==> src/rtl/ramp_pkg.sv <==
package ramp_pkg;

  typedef enum logic [1:0] {
    ACT_HOLD = 2'd0,
    ACT_RUN  = 2'd1,
    ACT_SYNC = 2'd2,
    ACT_TRIP = 2'd3
  } ramp_act_e;

  // Priority: sync pulse first, then trip, then continue the current state.
  function automatic ramp_act_e pick_action(input logic sync, input logic trip,
                                            input logic run);
    if (sync)      return ACT_SYNC;
    else if (trip) return ACT_TRIP;
    else if (run)  return ACT_RUN;
    else           return ACT_HOLD;
  endfunction

endpackage

==> src/rtl/ramp_core.sv <==
module ramp_core #(
  parameter int DAC_W = 12
) (
  input  logic             clk,
  input  logic             rst_n,
  input  logic [DAC_W-1:0] start_val,
  input  logic [DAC_W-1:0] step_val,
  input  logic             ev_sync,
  input  logic             ev_trip,
  output logic [DAC_W-1:0] dac_q,
  output logic             run_q
);
  import ramp_pkg::*;

  function automatic logic [DAC_W-1:0] sat_sub(input logic [DAC_W-1:0] a,
                                               input logic [DAC_W-1:0] b);
    return (a > b) ? (a - b) : '0;
  endfunction

  ramp_act_e act;
  assign act = pick_action(ev_sync, ev_trip, run_q);

  always_ff @(posedge clk) begin
    if (!rst_n) begin
      dac_q <= start_val;
      run_q <= 1'b0;
    end else begin
      unique case (act)
        ACT_SYNC: begin dac_q <= start_val; run_q <= 1'b1; end
        ACT_TRIP: begin dac_q <= start_val; run_q <= 1'b0; end
        ACT_RUN:  dac_q <= sat_sub(dac_q, step_val);
        ACT_HOLD: dac_q <= dac_q;
      endcase
    end
  end


  sync_reload_chk: assert property (@(posedge clk) disable iff (!rst_n)
    ev_sync |=> (dac_q == $past(start_val)) && run_q);


  trip_reload_chk: assert property (@(posedge clk) disable iff (!rst_n)
    (ev_trip && !ev_sync) |=> (dac_q == $past(start_val)) && !run_q);


  run_down_chk: assert property (@(posedge clk) disable iff (!rst_n)
    (run_q && !ev_sync && !ev_trip) |=> (dac_q <= $past(dac_q)) && run_q);


  held_stable_chk: assert property (@(posedge clk) disable iff (!rst_n)
    (!run_q && !ev_sync && !ev_trip) |=> $stable(dac_q) && !run_q);

endmodule

==> src/rtl/trip_filter.sv <==
module trip_filter #(
  parameter int FILT_LEN = 8,
  parameter int WIN_W    = $clog2(FILT_LEN + 1)
) (
  input  logic             clk,
  input  logic             rst_n,
  input  logic             raw,
  input  logic [WIN_W-1:0] win,
  input  logic [WIN_W-1:0] thr,
  output logic             filt_trip
);
  logic [FILT_LEN-1:0] hist;

  function automatic logic vote(input logic [FILT_LEN-1:0] h,
                                input logic [WIN_W-1:0] w,
                                input logic [WIN_W-1:0] t);
    logic [WIN_W-1:0] cnt;
    cnt = '0;
    for (int i = 0; i < FILT_LEN; i++) begin
      if (i < int'(w)) cnt = cnt + WIN_W'(h[i]);
    end
    return cnt >= t;
  endfunction

  always_ff @(posedge clk) begin
    if (!rst_n) hist <= '0;
    else        hist <= (hist << 1) | FILT_LEN'(raw);
  end

  assign filt_trip = vote(hist, win, thr);


  vote_bound_chk: assert property (@(posedge clk) disable iff (!rst_n)
    filt_trip |-> (int'(thr) <= ((int'(win) > FILT_LEN) ? FILT_LEN : int'(win))));


  empty_hist_chk: assert property (@(posedge clk) disable iff (!rst_n)
    ((thr != '0) && (hist == '0)) |-> !filt_trip);

endmodule

==> src/rtl/trip_latch.sv <==
module trip_latch (
  input  logic clk,
  input  logic rst_n,
  input  logic ev_sync,
  input  logic ev_trip,
  output logic latch_q
);
  always_ff @(posedge clk) begin
    if (!rst_n)       latch_q <= 1'b0;
    else if (ev_sync) latch_q <= 1'b0;
    else if (ev_trip) latch_q <= 1'b1;
  end


  latch_set_chk: assert property (@(posedge clk) disable iff (!rst_n)
    (ev_trip && !ev_sync) |=> latch_q);


  latch_clear_chk: assert property (@(posedge clk) disable iff (!rst_n)
    ev_sync |=> !latch_q);


  latch_hold_chk: assert property (@(posedge clk) disable iff (!rst_n)
    (latch_q && !ev_sync) |=> latch_q);

endmodule

==> src/rtl/slope_ramp_cmp.sv <==
module slope_ramp_cmp #(
  parameter  int DAC_W    = 12,
  parameter  int FILT_LEN = 8,
  localparam int WIN_W    = $clog2(FILT_LEN + 1)
) (
  input  logic             clk,
  input  logic             rst_n,
  input  logic [DAC_W-1:0] start_val,
  input  logic [DAC_W-1:0] step_val,
  input  logic             sync_pulse,
  input  logic [DAC_W-1:0] cmp_code,
  input  logic             filt_en,
  input  logic [WIN_W-1:0] filt_win,
  input  logic [WIN_W-1:0] filt_thr,
  output logic [DAC_W-1:0] dac_word,
  output logic             cmp_status,
  output logic             trip_latched
);
  logic ev_sync;
  logic ev_trip;
  logic filt_trip;
  logic run_q;

  assign ev_sync    = sync_pulse;
  assign cmp_status = cmp_code > dac_word;
  assign ev_trip    = filt_en ? filt_trip : cmp_status;

  ramp_core #(.DAC_W(DAC_W)) u_ramp (
    .clk(clk), .rst_n(rst_n), .start_val(start_val), .step_val(step_val),
    .ev_sync(ev_sync), .ev_trip(ev_trip), .dac_q(dac_word), .run_q(run_q)
  );

  trip_filter #(.FILT_LEN(FILT_LEN), .WIN_W(WIN_W)) u_filt (
    .clk(clk), .rst_n(rst_n), .raw(cmp_status), .win(filt_win),
    .thr(filt_thr), .filt_trip(filt_trip)
  );

  trip_latch u_latch (
    .clk(clk), .rst_n(rst_n), .ev_sync(ev_sync), .ev_trip(ev_trip),
    .latch_q(trip_latched)
  );


  sync_wins_chk: assert property (@(posedge clk) disable iff (!rst_n)
    (ev_sync && ev_trip) |=> run_q && !trip_latched);

endmodule

==> config.mk <==
export PLATFORM = sky130hd
export DESIGN_NAME = slope_ramp_cmp
export DESIGN_NICKNAME = d
export VERILOG_FILES = /design/src/rtl/ramp_pkg.sv /design/src/rtl/ramp_core.sv /design/src/rtl/trip_filter.sv /design/src/rtl/trip_latch.sv /design/src/rtl/slope_ramp_cmp.sv
export SDC_FILE = /design/constraint.sdc
export NUM_CORES = 1
export LEC_CHECK = 0
export ABC_AREA = 1
export ABC_CLOCK_PERIOD_IN_PS = 6450
export BUFFER_PORTS_ARGS = -buffer_cell sky130_fd_sc_hd__buf_2
export CORE_MARGIN = 4
export CORE_UTILIZATION = 42
export DETAILED_ROUTE_END_ITERATION = 8
export HOLD_SLACK_MARGIN = 0.05
export PLACE_DENSITY = 0.67
export RECOVER_POWER = 25
export SKIP_LAST_GASP = 1
export SYNTH_ARGS = -nofsm -noshare
export SYNTH_HDL_FRONTEND = slang
export SYNTH_SLANG_ARGS = --single-unit
==> constraint.sdc <==
create_clock -name clk -period 6.45 [get_ports clk]
set_input_delay 1.29 -clock clk [delete_from_list [all_inputs] [get_ports clk]]
set_output_delay 1.29 -clock clk [all_outputs]
set_load 0.01 [all_outputs]
* Word-level counts from Yosys, hierarchy flattened *
Cells that the tools add are included.

word-level totals
  flip-flop bits (word level) = 22
  latch bits = 0
  bits in writable memories = 0
  ROM bits = 0
  logic and storage cells = 49
  memories = 0

operators by class
  $add $sub $neg = 8
  $mul = 0
  div/mod/pow operators = 0
  magnitude comparators = 11
  equal/unequal tests = 4
  shift operators = 0
  multiplexer cells = 16
  bitwise logic cells = 2
  reductions and logical operators = 4

operators with widths
  kind                                                       number
  two-way mux 4 bit                                          7
  adder 4 x 1 -> 4 bit                                       6
  greater-than comparator 12 bit                             2
  two-way mux 12 bit                                         2
  one-hot mux 12 bit (2 select lines)                        1
  less-than comparator 3 x 4 -> 1 bit, first input constant  4
  subtractor 12 bit                                          1
  less-than comparator 1 x 4 -> 1 bit, first input constant  2
  less-than comparator 2 x 4 -> 1 bit, first input constant  2
  bitwise OR 8 x 1 -> 8 bit                                  1
  equality test 2 bit, second input constant                 2
  >= comparator 4 bit                                        1
  two-way mux 2 bit                                          2
  OR reduction 2 bit                                         2
  two-way mux 1 bit                                          3
  adder 1 x 1 -> 2 bit                                       1
  equality test 2 x 1 -> 1 bit, second input constant        1
  zero test 2 bit                                            1
  inequality test 2 bit, second input constant               1
  one-hot mux 1 bit (2 select lines)                         1
  nonzero test 2 bit                                         1
  inverter 1 bit                                             1

* Longest topological paths before layout *
  depth in word-level cells = 24
  depth in mapped cells = 38
  mapped depth without buffers = 37

* By module *
A second synthesis with hierarchy kept.

second synthesis, totals
  cell total of the unflattened synthesis = 458
  area, all modules = 2871.5 sq um

by module, submodules not included
  module          instances  cells each  area an instance (sq um)
  ramp_core       1          207         1341.3
  trip_filter     1          182         1126.1
  slope_ramp_cmp  1          64          369.1
  trip_latch      1          5           35.0

* Least setup slack after synthesis *
No wires, ideal clock.

  path kind = input-to-reg
  start point = input port filt_win[3]
  end point = register u_ramp.dac_q[0], enable pin
  setup time = 0.405 ns
  data arrival time = 6.167 ns
  data required time = 6.045 ns
  path slack = -0.122 ns
  cell stages on the path = 31
  cell sequence = nor2_8 a21boi_0 ha_1 o21ai_1 nand2_1 ha_1 nand2_1 o21ai_2 ha_1 nand2_1 nand2_1 ha_1 or2_2 nand2_1 inv_1 ha_1 nand2_1 nand2_1 ha_1 ha_1 or2_2 nand2_2 inv_1 ha_1 nand2_1 o21ai_0 ha_1 a21oi_1 o21ai_0 o21ai_0 nand4_1

between the ends
  cells in the longest elaborated chain, start to end = 22

ends and longest elaborated chain
  item                                 RTL line              text
  start, declared                      slope_ramp_cmp.sv:13  input logic [WIN_W-1:0] filt_win,
  less-than comparator 1 x 4 -> 1 bit  trip_filter.sv:20     if (i < int'(w)) cnt = cnt + WIN_W'(h[i]);
  two-way mux 1 bit                    trip_filter.sv:20
  adder 1 x 1 -> 2 bit                 trip_filter.sv:20
  two-way mux 4 bit                    trip_filter.sv:20
  adder 4 x 1 -> 4 bit                 trip_filter.sv:20
  two-way mux 4 bit                    trip_filter.sv:20
  adder 4 x 1 -> 4 bit                 trip_filter.sv:20
  two-way mux 4 bit                    trip_filter.sv:20
  [... 6 more ...]                     n/a
  adder 4 x 1 -> 4 bit                 trip_filter.sv:20
  two-way mux 4 bit *                  trip_filter.sv:20
  >= comparator 4 bit *                trip_filter.sv:22     return cnt >= t;
  two-way mux 1 bit *                  slope_ramp_cmp.sv:26  assign ev_trip = filt_en ? filt_trip : cmp_status;
  two-way mux 2 bit *                  ramp_pkg.sv:14        else if (trip) return ACT_TRIP;
  two-way mux 2 bit *                  ramp_pkg.sv:13        if (sync) return ACT_SYNC;
  zero test 2 bit *                    ramp_core.sv:28       unique case (act)
  inequality test 2 bit (no line) *    n/a
  end signal, assigned                 ramp_core.sv:25       dac_q <= start_val;
  end signal, assigned                 ramp_core.sv:31       ACT_RUN: dac_q <= sat_sub(dac_q, step_val);
  end signal, assigned                 ramp_core.sv:32       ACT_HOLD: dac_q <= dac_q;
  end, declared                        ramp_core.sv:10       output logic [DAC_W-1:0] dac_q,

Every way passes the cells marked *; elsewhere a longest branch is shown, timed or not.
A chain may end at the register's enable or synchronous reset.

* Final worst setup path *
  start point = input port filt_win[1]
  end point = register u_ramp.dac_q[1] (data pin)

between the ends
  cells in the longest elaborated chain, start to end = 24

ends and longest elaborated chain
  item                                   RTL line              text
  less-than comparator 1 x 4 -> 1 bit    trip_filter.sv:20
  two-way mux 1 bit                      trip_filter.sv:20
  adder 1 x 1 -> 2 bit                   trip_filter.sv:20
  two-way mux 4 bit                      trip_filter.sv:20
  adder 4 x 1 -> 4 bit                   trip_filter.sv:20
  two-way mux 4 bit                      trip_filter.sv:20
  adder 4 x 1 -> 4 bit                   trip_filter.sv:20
  two-way mux 4 bit                      trip_filter.sv:20
  [... 8 more ...]                       n/a
  >= comparator 4 bit *                  trip_filter.sv:22
  two-way mux 1 bit *                    slope_ramp_cmp.sv:26
  two-way mux 2 bit *                    ramp_pkg.sv:14
  two-way mux 2 bit *                    ramp_pkg.sv:13
  equality test 2 bit                    ramp_core.sv:28
  OR reduction 2 bit (no line)           n/a
  one-hot mux 12 bit (2 select lines) *  ramp_core.sv:28
  two-way mux 12 bit *                   ramp_core.sv:24       if (!rst_n) begin

Marked as above.

==> run metrics <==
kind of start point of the critical path=primary input; highest metal used=met4; Total Power Consumption=between 500 and 600 uW; critical path data arrival time=between 6000 and 7000 ps; top-level I/O count=just over 60; Worst Path Required=around 6500 ps; Clock Latency Late Sink=around 260 ps; Die Height=87.2 um; number of vias in the routed layout=between 2000 and 3000; total global routing track utilization=16.7%; crit-path max cell delay=between 300 and 400 ps; static leakage=around 1.9 nW; met2 WL post-DR=around 3000 um; worst setup path start=filt_win[1]; Max H-tree Level=1; part of the power in combinational logic=between 40% and 50%; CP Capture Point=u_ramp.dac_q[1]$_DFFE_PP_; Detail Route Antenna Nets=0; first-pass iteration count of the detailed router=4; CTS Sinks=22; die width=87.2 um; largest voltage drop on the vdd net=130 uV; worst setup path class=primary input to register; Async S/R FF share, synth=0%; die footprint=7610 um2; status=completed; DRC=0; number of antenna violations at the first check in global routing=0; sum of net half-perimeters after detailed placement=around 5200 um; routed length on met1=roughly 3200 um; count of hold buffers inserted by post-cts repair=0; prevailing post-synth register cell=sky130_fd_sc_hd__edfxtp_1; routed wire length=6690 um; post-synthesis instance area=2640 um2; switching power as a share of total power=38.1%; P per Cell Area=between 150 and 200 nW/um2; Setup Viol. Count Final=0; worst clock skew on the final layout=around 5.0 ps; wire length per cell=about 12 um; Worst Hold Margin=approximately 440 ps; final RePlAce weighted congestion=between 0.8 and 0.9; layout overhead on the synthesized area=31.4%; overflow left after global routing=0; count of unique library cells instantiated by Yosys=40; ratio of cells with drive above 1 in the final layout=between 30% and 40%; switching power of the nets=just over 200 uW; top cells by area in the synthesized netlist=sky130_fd_sc_hd__ha_1 (20%), sky130_fd_sc_hd__nand2_1 (14%), sky130_fd_sc_hd__edfxtp_1 (14%); TritonCTS clock tree=done; Port Buf Inserts=around 60; r2r worst-path depth=34; post-synthesis sequential area ratio=21.3%; R2R Path End=u_ramp.dac_q[1]$_DFFE_PP_; part of the total power dissipated in sequential elements=around a third; clk root buf=sky130_fd_sc_hd__clkbuf_8; clock network fraction of design power=a little under a fifth; diodes inserted=0; sum of negative setup slack=0 ps; mean instance size in the synthesized netlist=6.96 um2; cts bufs inserted=3; total nets after synthesis=470; Placement Setup Slack=-310 ps; Pins Over Slew Limit=0; gate count after technology mapping=around 380; actual transition at the worst max-transition pin=roughly 640 ps; reg2reg setup slack=slightly below 1000 ps; Achievable Freq=about 160 MHz; DRT iter0 DRCs=101; detail-routed via count per cell=~4.9; ratio of final minimum period to clock period=just under 100%; layout net count=about 560; number of enable-type register cells in the synthesized netlist=12; post-layout instance count excluding filler cells=540; clock transition at the registers of the reported paths=80 ps; critical-path maximum fanout=6; worst slew slack as a fraction of its limit=a little under three fifths; top-area cell type share of the netlist area=19.9%; number of placed instances, taps included=~530; worst reg2reg startpoint=u_filt.hist[0]$_SDFF_PN0_; Longest Clk Path Bufs=2; Int Pwr=approximately 330 uW; count leader, synth=sky130_fd_sc_hd__nand2_1; vias in the first global route=approximately 2500; flops & latches, synth=22; post-synth top area cell=sky130_fd_sc_hd__ha_1; wire length of the first global-routing pass=between 10000 and 15000 um; routed length on met3=a little over 400 um; Core Region=5990 um2; commonest cells in the netlist=sky130_fd_sc_hd__nand2_1 (97), sky130_fd_sc_hd__inv_1 (68), sky130_fd_sc_hd__ha_1 (42); Initial Util=44.0%; Hold Fails Final Rpt=0; total of warnings raised by yosys=0; cell row count=28; Max-Cap Viols=0; fin worst setup slack=between 150 and 200 ps; Crit-path slowest cell=sky130_fd_sc_hd__ha_1; largest net degree at the start of global routing=13; worst min path class=register to register; type of element capturing the critical path=register; minimum period implied by the final worst setup slack=~6300 ps
==> power by group through the flow <==
stage / combinational (mW) / sequential [mW] / clock, mW
after floorplan: 0.153 / 0.175 / 0
final: 0.263 / 0.170 / 0.0980
after global routing: 0.298 / 0.172 / 0.105
after CTS: 0.227 / 0.170 / 0.0993
after detailed placement: 0.224 / 0.174 / 0
after global placement: 0.220 / 0.174 / 0
==> repair_timing <==
item,CTS,global route
hold endpoints to repair,0,0
cloned,0,2
buffers inserted,1,5
pin swaps,1,27
resized for setup,0,53
endpoints found under the setup margin,12,26
==> layout make-up <==
class                      count  area, um2
timing repair inverter         1       6.26
fill                         575       2530
timing repair buffer          86        502
multi-input combinational    278       1960
inverter                      74        283
sequential                    22        561
clock buffer                   4       55.1
tap                           75       93.8
==> per-layer routing <==
metal,vias to the layer above,track usage (%)
met5,-,0
met2,76,28.0
met1,1181,23.6
met3,6,2.93
li1,1407,-
met4,0,0.976
==> cells in the final DEF (no fill, tap or decap), drive strengths merged, types with 3 or more instances in the layout <==
master | synthesis | layout
nand4 | 17 | 17
a21oi | 16 | 16
ha | 42 | 42
buf | 3 | 80
or2 | 6 | 6
nor2 | 22 | 22
edfxtp | 12 | 12
clkbuf | 2 | 10
dfxtp | 10 | 10
nand3 | 25 | 25
xor2 | 6 | 6
nand2 | 105 | 105
nand3b | 3 | 3
nor3 | 3 | 3
inv | 74 | 74
o21ai | 14 | 14
xnor2 | 5 | 5
==> cell families (layout without fill, tap and decap cells) <==
kind of cell | count (synthesis) | after routing | share of synthesized area [%]
and+or+nand+nor | 184 | 184 | 33.7
AOI/OAI and AO/OA | 40 | 40 | 9.07
xor gates and xnor gates | 11 | 11 | 3.65
DFF | 22 | 22 | 21.3
adders and majority gates | 43 | 43 | 20.7
buffers and inverters | 79 | 165 | 11.6
==> flip-flops by register name, indices dropped and copies added (netlist names) <==
register and cells:
u_filt.hist 8, u_ramp.dac_q 12, u_latch.latch_q 1, u_ramp.run_q 1
==> through the flow <==
stage	utilization [%]	area, um2
global placement	52.5	3140
finish	57.8	3460
detailed placement	52.5	3140
CTS	53.5	3210
global route	57.8	3460
floorplan	-	2640
==> worst min-delay path by stage <==
stage | from | cells past startpoint | end
after floorplan | u_filt.hist[0]$_SDFF_PN0_ | 2 | u_filt.hist[1]$_SDFF_PN0_
after global placement | u_filt.hist[4]$_SDFF_PN0_ | 2 | u_filt.hist[5]$_SDFF_PN0_
after detailed placement | u_filt.hist[2]$_SDFF_PN0_ | 2 | u_filt.hist[3]$_SDFF_PN0_
after CTS | u_filt.hist[2]$_SDFF_PN0_ | 2 | u_filt.hist[3]$_SDFF_PN0_
after global routing | u_filt.hist[2]$_SDFF_PN0_ | 2 | u_filt.hist[3]$_SDFF_PN0_
final | u_filt.hist[2]$_SDFF_PN0_ | 2 | u_filt.hist[3]$_SDFF_PN0_
==> critical path: cells and delay by family <==
| family | cells | cell delay (ps) |
|---|---|---|
| buffers and inverters | 4 | 370 |
| AO/OA/AOI/OAI | 5 | 440 |
| adder cells (fa/ha/maj) | 9 | 2170 |
| XOR/XNOR | 1 | 180 |
| AND/OR/NAND/NOR | 17 | 1820 |
No activity file was read; power rests on OpenSTA's default activity.
